$ cat config.mk
export PLATFORM = sky130hd
export DESIGN_NAME = pulse_skipper
export DESIGN_NICKNAME = d
export VERILOG_FILES = /design/src/rtl/skip_pkg.sv /design/src/rtl/skip_count.sv /design/src/rtl/beat_reg.sv /design/src/rtl/pulse_skipper.sv
export SDC_FILE = /design/constraint.sdc
export NUM_CORES = 1
export LEC_CHECK = 0
export ABC_AREA = 0
export CAP_MARGIN = 10
export CORE_AREA = 2 2 39 41
export DETAILED_ROUTE_END_ITERATION = 7
export DIE_AREA = 0 0 41 43
export DONT_BUFFER_PORTS = 1
export PLACE_DENSITY = 0.54
export RECOVER_POWER = 100
export SYNTH_ARGS = -nofsm -noshare
export SYNTH_HDL_FRONTEND = slang
export SYNTH_SLANG_ARGS = --single-unit
$ cat constraint.sdc
create_clock -name clk -period 3.9 [get_ports clk]
set_clock_uncertainty 0.1 [all_clocks]
set_input_delay 0.78 -clock clk [delete_from_list [all_inputs] [get_ports clk]]
set_output_delay 0.78 -clock clk [all_outputs]
set_load 0.05 [all_outputs]
$ cat src/rtl/skip_pkg.sv
package skip_pkg;
  localparam int unsigned SKIP_CNT_W = 6;
  localparam int unsigned SKIP_DATA_W = 1;

  function automatic logic [SKIP_CNT_W-1:0] count_step(input logic [SKIP_CNT_W-1:0] v);
    return (v == '0) ? v : v - 1'b1;
  endfunction
endpackage

$ cat src/rtl/skip_count.sv
module skip_count
  import skip_pkg::*;
#(
  parameter int unsigned CNT_W = SKIP_CNT_W
) (
  input  logic             clk,
  input  logic             rst,
  input  logic             wr_en,
  input  logic [CNT_W-1:0] wr_val,
  input  logic             beat_fire,
  output logic [CNT_W-1:0] remaining,
  output logic             busy
);
  logic [CNT_W-1:0] cnt_q;

  always_ff @(posedge clk) begin
    if (rst) begin
      cnt_q <= '0;
    end else if (wr_en) begin
      cnt_q <= wr_val;
    end else if (beat_fire) begin
      cnt_q <= count_step(cnt_q);
    end
  end

  assign remaining = cnt_q;
  assign busy      = (cnt_q != '0);

  AST_LOAD_VALUE: assert property (@(posedge clk) disable iff (rst)
    wr_en |=> remaining == $past(wr_val));

  AST_DEC_ONE: assert property (@(posedge clk) disable iff (rst)
    (!wr_en && beat_fire && busy) |=> remaining == $past(remaining) - 1'b1);

  AST_IDLE_STAYS: assert property (@(posedge clk) disable iff (rst)
    (!wr_en && !busy) |=> remaining == '0);
endmodule

$ cat src/rtl/beat_reg.sv
module beat_reg
  import skip_pkg::*;
#(
  parameter int unsigned DATA_W = SKIP_DATA_W
) (
  input  logic              clk,
  input  logic              rst,
  input  logic              load,
  input  logic [DATA_W-1:0] load_data,
  input  logic              drain_ready,
  output logic              hold_valid,
  output logic [DATA_W-1:0] hold_data,
  output logic              has_room
);
  logic              vld_q;
  logic [DATA_W-1:0] dat_q;

  always_ff @(posedge clk) begin
    if (rst) begin
      vld_q <= 1'b0;
    end else if (load) begin
      vld_q <= 1'b1;
    end else if (drain_ready) begin
      vld_q <= 1'b0;
    end
  end

  always_ff @(posedge clk) begin
    if (load) begin
      dat_q <= load_data;
    end
  end

  assign hold_valid = vld_q;
  assign hold_data  = dat_q;
  assign has_room   = !vld_q || drain_ready;

  AST_HOLD_STABLE: assert property (@(posedge clk) disable iff (rst)
    (hold_valid && !drain_ready) |=> hold_valid && $stable(hold_data));
endmodule

$ cat src/rtl/pulse_skipper.sv
module pulse_skipper
  import skip_pkg::*;
#(
  parameter int unsigned CNT_W  = SKIP_CNT_W,
  parameter int unsigned DATA_W = SKIP_DATA_W
) (
  input  logic              clk,
  input  logic              rst,
  input  logic              skip_wr,
  input  logic [CNT_W-1:0]  skip_wr_count,
  output logic [CNT_W-1:0]  skip_left,
  input  logic              bit_in_valid,
  output logic              bit_in_ready,
  input  logic [DATA_W-1:0] bit_in_data,
  output logic              bit_out_valid,
  input  logic              bit_out_ready,
  output logic [DATA_W-1:0] bit_out_data
);
  logic skipping;
  logic room;
  logic fire;
  logic pass_load;

  assign bit_in_ready = skipping || room;
  assign fire         = bit_in_valid && bit_in_ready;
  assign pass_load    = fire && !skipping;

  skip_count #(.CNT_W(CNT_W)) u_count (
    .clk       (clk),
    .rst       (rst),
    .wr_en     (skip_wr),
    .wr_val    (skip_wr_count),
    .beat_fire (fire),
    .remaining (skip_left),
    .busy      (skipping)
  );

  beat_reg #(.DATA_W(DATA_W)) u_stage (
    .clk         (clk),
    .rst         (rst),
    .load        (pass_load),
    .load_data   (bit_in_data),
    .drain_ready (bit_out_ready),
    .hold_valid  (bit_out_valid),
    .hold_data   (bit_out_data),
    .has_room    (room)
  );

  AST_DROP_NO_OUT: assert property (@(posedge clk) disable iff (rst)
    (bit_in_valid && bit_in_ready && skip_left != '0 && bit_out_ready) |=> !bit_out_valid);

  AST_PASS_THROUGH: assert property (@(posedge clk) disable iff (rst)
    (bit_in_valid && bit_in_ready && skip_left == '0)
      |=> bit_out_valid && bit_out_data == $past(bit_in_data));
endmodule

Word-level counts from Yosys, hierarchy flattened
Cells that the tools add are included.
{"block": "totals", "ff_bits": 8, "input_bits": 12, "wordCells": 21}
{"block": "classes", "n_addsub": 1, "n_eq_ne": 1, "mux": 5, "n_reduce_logical": 11}
{"operator": "$mux 6", "n": 3}
{"operator": "$logic_not 6->1", "n": 1}
{"operator": "$reduce_bool 6->1", "n": 1}
{"operator": "$sub 6x1->6 const B", "n": 1}
{"operator": "$reduce_bool 2->1", "n": 2}
{"operator": "$logic_and 1x1->1", "n": 2}
{"operator": "$logic_not 1->1", "n": 2}
{"operator": "$logic_or 1x1->1", "n": 2}
{"operator": "$mux 1", "n": 2}
{"operator": "$ne 2x2->1 const B", "n": 1}
{"operator": "$reduce_and 2->1", "n": 1}

Depth between registers and ports, before layout
{"block": "logic_depth", "word_depth": 6, "depth_mapped": 6}

Cells and area by module
A second synthesis with hierarchy kept.
{"block": "hier_totals", "cells_unflattened": 59, "hier_area_um2": 516.7}
{"mod": "skip_count", "instances": 1, "cells_each": 51, "area_per_inst_um2": 417.9}
{"mod": "beat_reg", "instances": 1, "cells_each": 5, "area_per_inst_um2": 76.3}
{"mod": "pulse_skipper", "instances": 1, "cells_each": 3, "area_per_inst_um2": 22.5}

Worst setup path before layout
OpenSTA, ideal clock, no wires.
{"block": "synth_path", "path_kind": "flip-flop to output port", "from": "register u_count.cnt_q[0], in the netlist u_count.remaining[0]", "to": "output bit_in_ready", "arrival_time_ns": 1.728, "required_time_ns": 3.020, "setup_slack_ns": 1.292, "path_stages_with_launch": 5, "path_buffers": 0, "path_cell_list": "dfxtp_1 inv_1 ha_1 or2b_2 or3_2"}
{"block": "synth_via", "elab_chain_len": 2}
{"item": "from (decl)", "line": "skip_count.sv:14", "rtl": "logic [CNT_W-1:0] cnt_q;"}
{"item": "from (signal assigned)", "line": "skip_count.sv:20", "rtl": "cnt_q <= wr_val;"}
{"item": "from (signal assigned)", "line": "skip_count.sv:22", "rtl": "cnt_q <= count_step(cnt_q);"}
{"item": "$reduce_bool 6->1", "line": "skip_count.sv:27", "rtl": "assign busy = (cnt_q != '0);"}
{"item": "$logic_or 1x1->1", "line": "pulse_skipper.sv:24", "rtl": "assign bit_in_ready = skipping || room;"}
{"item": "to (decl)", "line": "pulse_skipper.sv:13", "rtl": "output logic bit_in_ready,"}
No other way between the ends.

Worst setup path in the final report
{"block": "layout_path", "from": "register u_count.cnt_q[1], in the netlist u_count.remaining[1]", "to": "output bit_in_ready"}
Same word-level chain as after synthesis.

==> run metrics <==
combinational share of power=0.167; clock buffer count from CTS=3; core outline area=1380 um2; Filler Cell Count=161; net switching power=81.8 uW; critical-path maximum fanout=6; Residual DRC=0; CTS tree=yes; prevailing post-synth register cell=sky130_fd_sc_hd__dfxtp_1; data required time at the worst endpoint=3.02 ns; weighted congestion at the end of routability-driven global placement=0.733; Static Leak=0.000205 uW; Overall Global Routing Usage=0.137; diodes inserted=0; total setup buffers inserted after CTS=0; clk root buf=sky130_fd_sc_hd__clkbuf_4; maximum buffer depth of the clock tree=2; path class of the lowest-slack min-delay path=in2reg; synthesized instance count=54; share of cells above drive strength 1=0.123; most area-consuming cells after synthesis=sky130_fd_sc_hd__dfxtp_1, sky130_fd_sc_hd__a21oi_1, sky130_fd_sc_hd__edfxtp_1, sky130_fd_sc_hd__o21a_1, sky130_fd_sc_hd__xnor2_1; maximum clock frequency=339 MHz; Syn Nets=68; wire length of the first global-routing pass=1550 um; post-synth top area share=0.302; total iterations of the first detailed-routing run=4; switching part of the total=0.353; max-cap check violation count=0; Die Y-Extent=43 um; element type at the critical path end=output pin; fraction of the yosys area taken by sequential cells=0.367; Sink Count=8; flip-flop and latch count after synthesis=8; Via Count=396; startpoint type of the worst setup path=flip-flop; Routed WL=about 1000 um; worst IR drop on VDD=0.000191 V; fin crit share=0.756; sequential fraction of design power=0.524; number of instances in the placed design=69; average size of a mapped cell=8.60 um2; grt ovf=0; number of enable-type register cells in the synthesized netlist=1; CTS clk-pin slew, worst paths=0.06 ns; worst slew margin relative to its limit=0.547; final antenna-violating net count=0; final critical delay including setup and external delays=2.95 ns; initial DRC count=16; Buf+Inv Stages, Crit Path=1; I/O pins=21; detailed-placement wirelength estimate=747 um; post-synthesis cell area=464 um2; Resized cells post-CTS=0; CTS H-tree lvls=1; starting utilization of the core area=0.335; Cell Rows=14; number of I/O port buffers=0; leading post-synthesis cells by instance count=sky130_fd_sc_hd__a21oi_1, sky130_fd_sc_hd__dfxtp_1, sky130_fd_sc_hd__inv_1; run status=finished clean; Clock Power Share=0.308; largest net degree at the start of global routing=13; slowest cell on the critical path=sky130_fd_sc_hd__or3_2; cell internal power dissipation=approximately 150 uW; layout-stage area growth over the synthesis result=8.36%; number of pins with negative max-slew slack in the final report=0; # hold bufs at CTS=0; setup tns final=0 ns; average wire per cell in the routed design=13.5 um; cell family with most CP delay=simple AND/OR/NAND/NOR gates; Avg Vias per Cell=between 5 and 6; worst path cell trace=inv_1 > ha_1 > or2b_2 > or3_2; final instance count without filler cells=73; endpoints failing hold=0; transition time at the pin with the least slew margin=0.679 ns; Async SR Flop Fraction=0; unrepaired setup endpoints after global routing=false; Die X=41 um; Unique masters post-synth=24; number of nets at the end of the flow=approximately 70; initial antenna violation count=0; Clk Latency, worst-skew pair=0.26 ns; stage delay of the slowest cell on the critical path=between 0.6 and 0.7 ns; Crit Path Class=reg2out; power per standard cell area=461 nW/um2; arrival time worst endpoint=2.07 ns; leading area contributor after synthesis=sky130_fd_sc_hd__dfxtp_1; number of global-route vias before repair=375; total setup violations reported at the end of the flow=0; Synth warnings=0; die footprint=1760 um2
-- worst paths after layout --
kind / cells after the start / startpoint / slack [ns] / to
worst max register to register: 6 / u_count.remaining[1] / 1.85 / u_count.remaining[0]
worst max-delay path: 4 / u_count.remaining[1] / 0.95 / bit_in_ready
worst min-delay path: 1 / rst / 0.47 / u_stage.hold_valid
worst min register to register: 2 / u_stage.hold_valid / 0.67 / u_stage.hold_valid
-- worst reg2reg max path: stages, from the launching register on --
cell and delay, ns:
sky130_fd_sc_hd__dfxtp_1 0.49, sky130_fd_sc_hd__inv_1 0.20, sky130_fd_sc_hd__ha_1 0.15, sky130_fd_sc_hd__or2b_2 0.34, sky130_fd_sc_hd__o21ai_0 0.36, sky130_fd_sc_hd__xnor2_1 0.12
sky130_fd_sc_hd__o21a_1 0.19
-- layout make-up --
| type | count | area, um2 | area share |
|---|---|---|---|
| inverters | 6 | 22.5 | 0.0448 |
| flip-flops and latches | 8 | 170 | 0.338 |
| multi-input cells | 39 | 264 | 0.525 |
| clock buffers | 4 | 26.3 | 0.0522 |
| well taps | 16 | 20.0 | 0.0398 |
-- flip-flops by register name, summed over array words and instances, names as in the netlist --
register / flops
u_stage.hold_data: 1
u_stage.hold_valid: 1
u_count.remaining: 6
-- cells by family after synthesis --
| family | count (synthesis) | share of synthesized area |
|---|---|---|
| muxes | 1 | 0.0216 |
| buffers and inverters | 7 | 0.0566 |
| adders and majority gates | 2 | 0.0539 |
| and+or+nand+nor | 18 | 0.232 |
| AOI/OAI and AO/OA | 15 | 0.213 |
| xor gates and xnor gates | 3 | 0.0566 |
| DFF | 8 | 0.367 |
-- per-layer routing --
layer | routed length, um | GRT usage
met1 | 407 | 0.143
met2 | 441 | 0.181
met3 | 118 | 0.0995
met4 | 15 | 0.100
met5 | 0 | 0
-- layout by cell type (no fill, tap or decap), types with 2 or more instances in the layout --
master	synthesis	layout
sky130_fd_sc_hd__o21ai_0	0	2
sky130_fd_sc_hd__nor3_1	3	3
sky130_fd_sc_hd__clkbuf_4	0	3
sky130_fd_sc_hd__a21oi_1	7	7
sky130_fd_sc_hd__nor2_1	3	3
sky130_fd_sc_hd__o21a_1	4	4
sky130_fd_sc_hd__dfxtp_1	7	7
sky130_fd_sc_hd__nand4_1	2	2
sky130_fd_sc_hd__nand2_1	2	2
sky130_fd_sc_hd__xnor2_1	3	3
sky130_fd_sc_hd__ha_1	2	2
sky130_fd_sc_hd__nor2b_1	2	2
sky130_fd_sc_hd__inv_1	6	6
-- stage by stage --
stage          hold WS [ns]  setup WS, ns  cell area (um2)  utilization  power (uW)
2_1_floorplan         0.623          1.29              464            -         157
3_3_place_gp          0.658          1.24              480        0.347         163
3_5_place_dp          0.667          1.20              480        0.347         164
4_1_cts               0.470         0.921              507        0.366         236
5_1_grt               0.465         0.872              503        0.363         246
6_report              0.474         0.952              503        0.363         232
-- power groups by stage --
stage	Clock, uW	Combinational [uW]	Sequential [uW]
finish	71.4	38.8	122
detailed placement	0	40.1	123
global placement	0	39.5	123
global route	80.0	43.0	123
CTS	73.7	40.6	122
floorplan	0	35.9	121
Note: power is estimated with default switching activity, not from simulation.
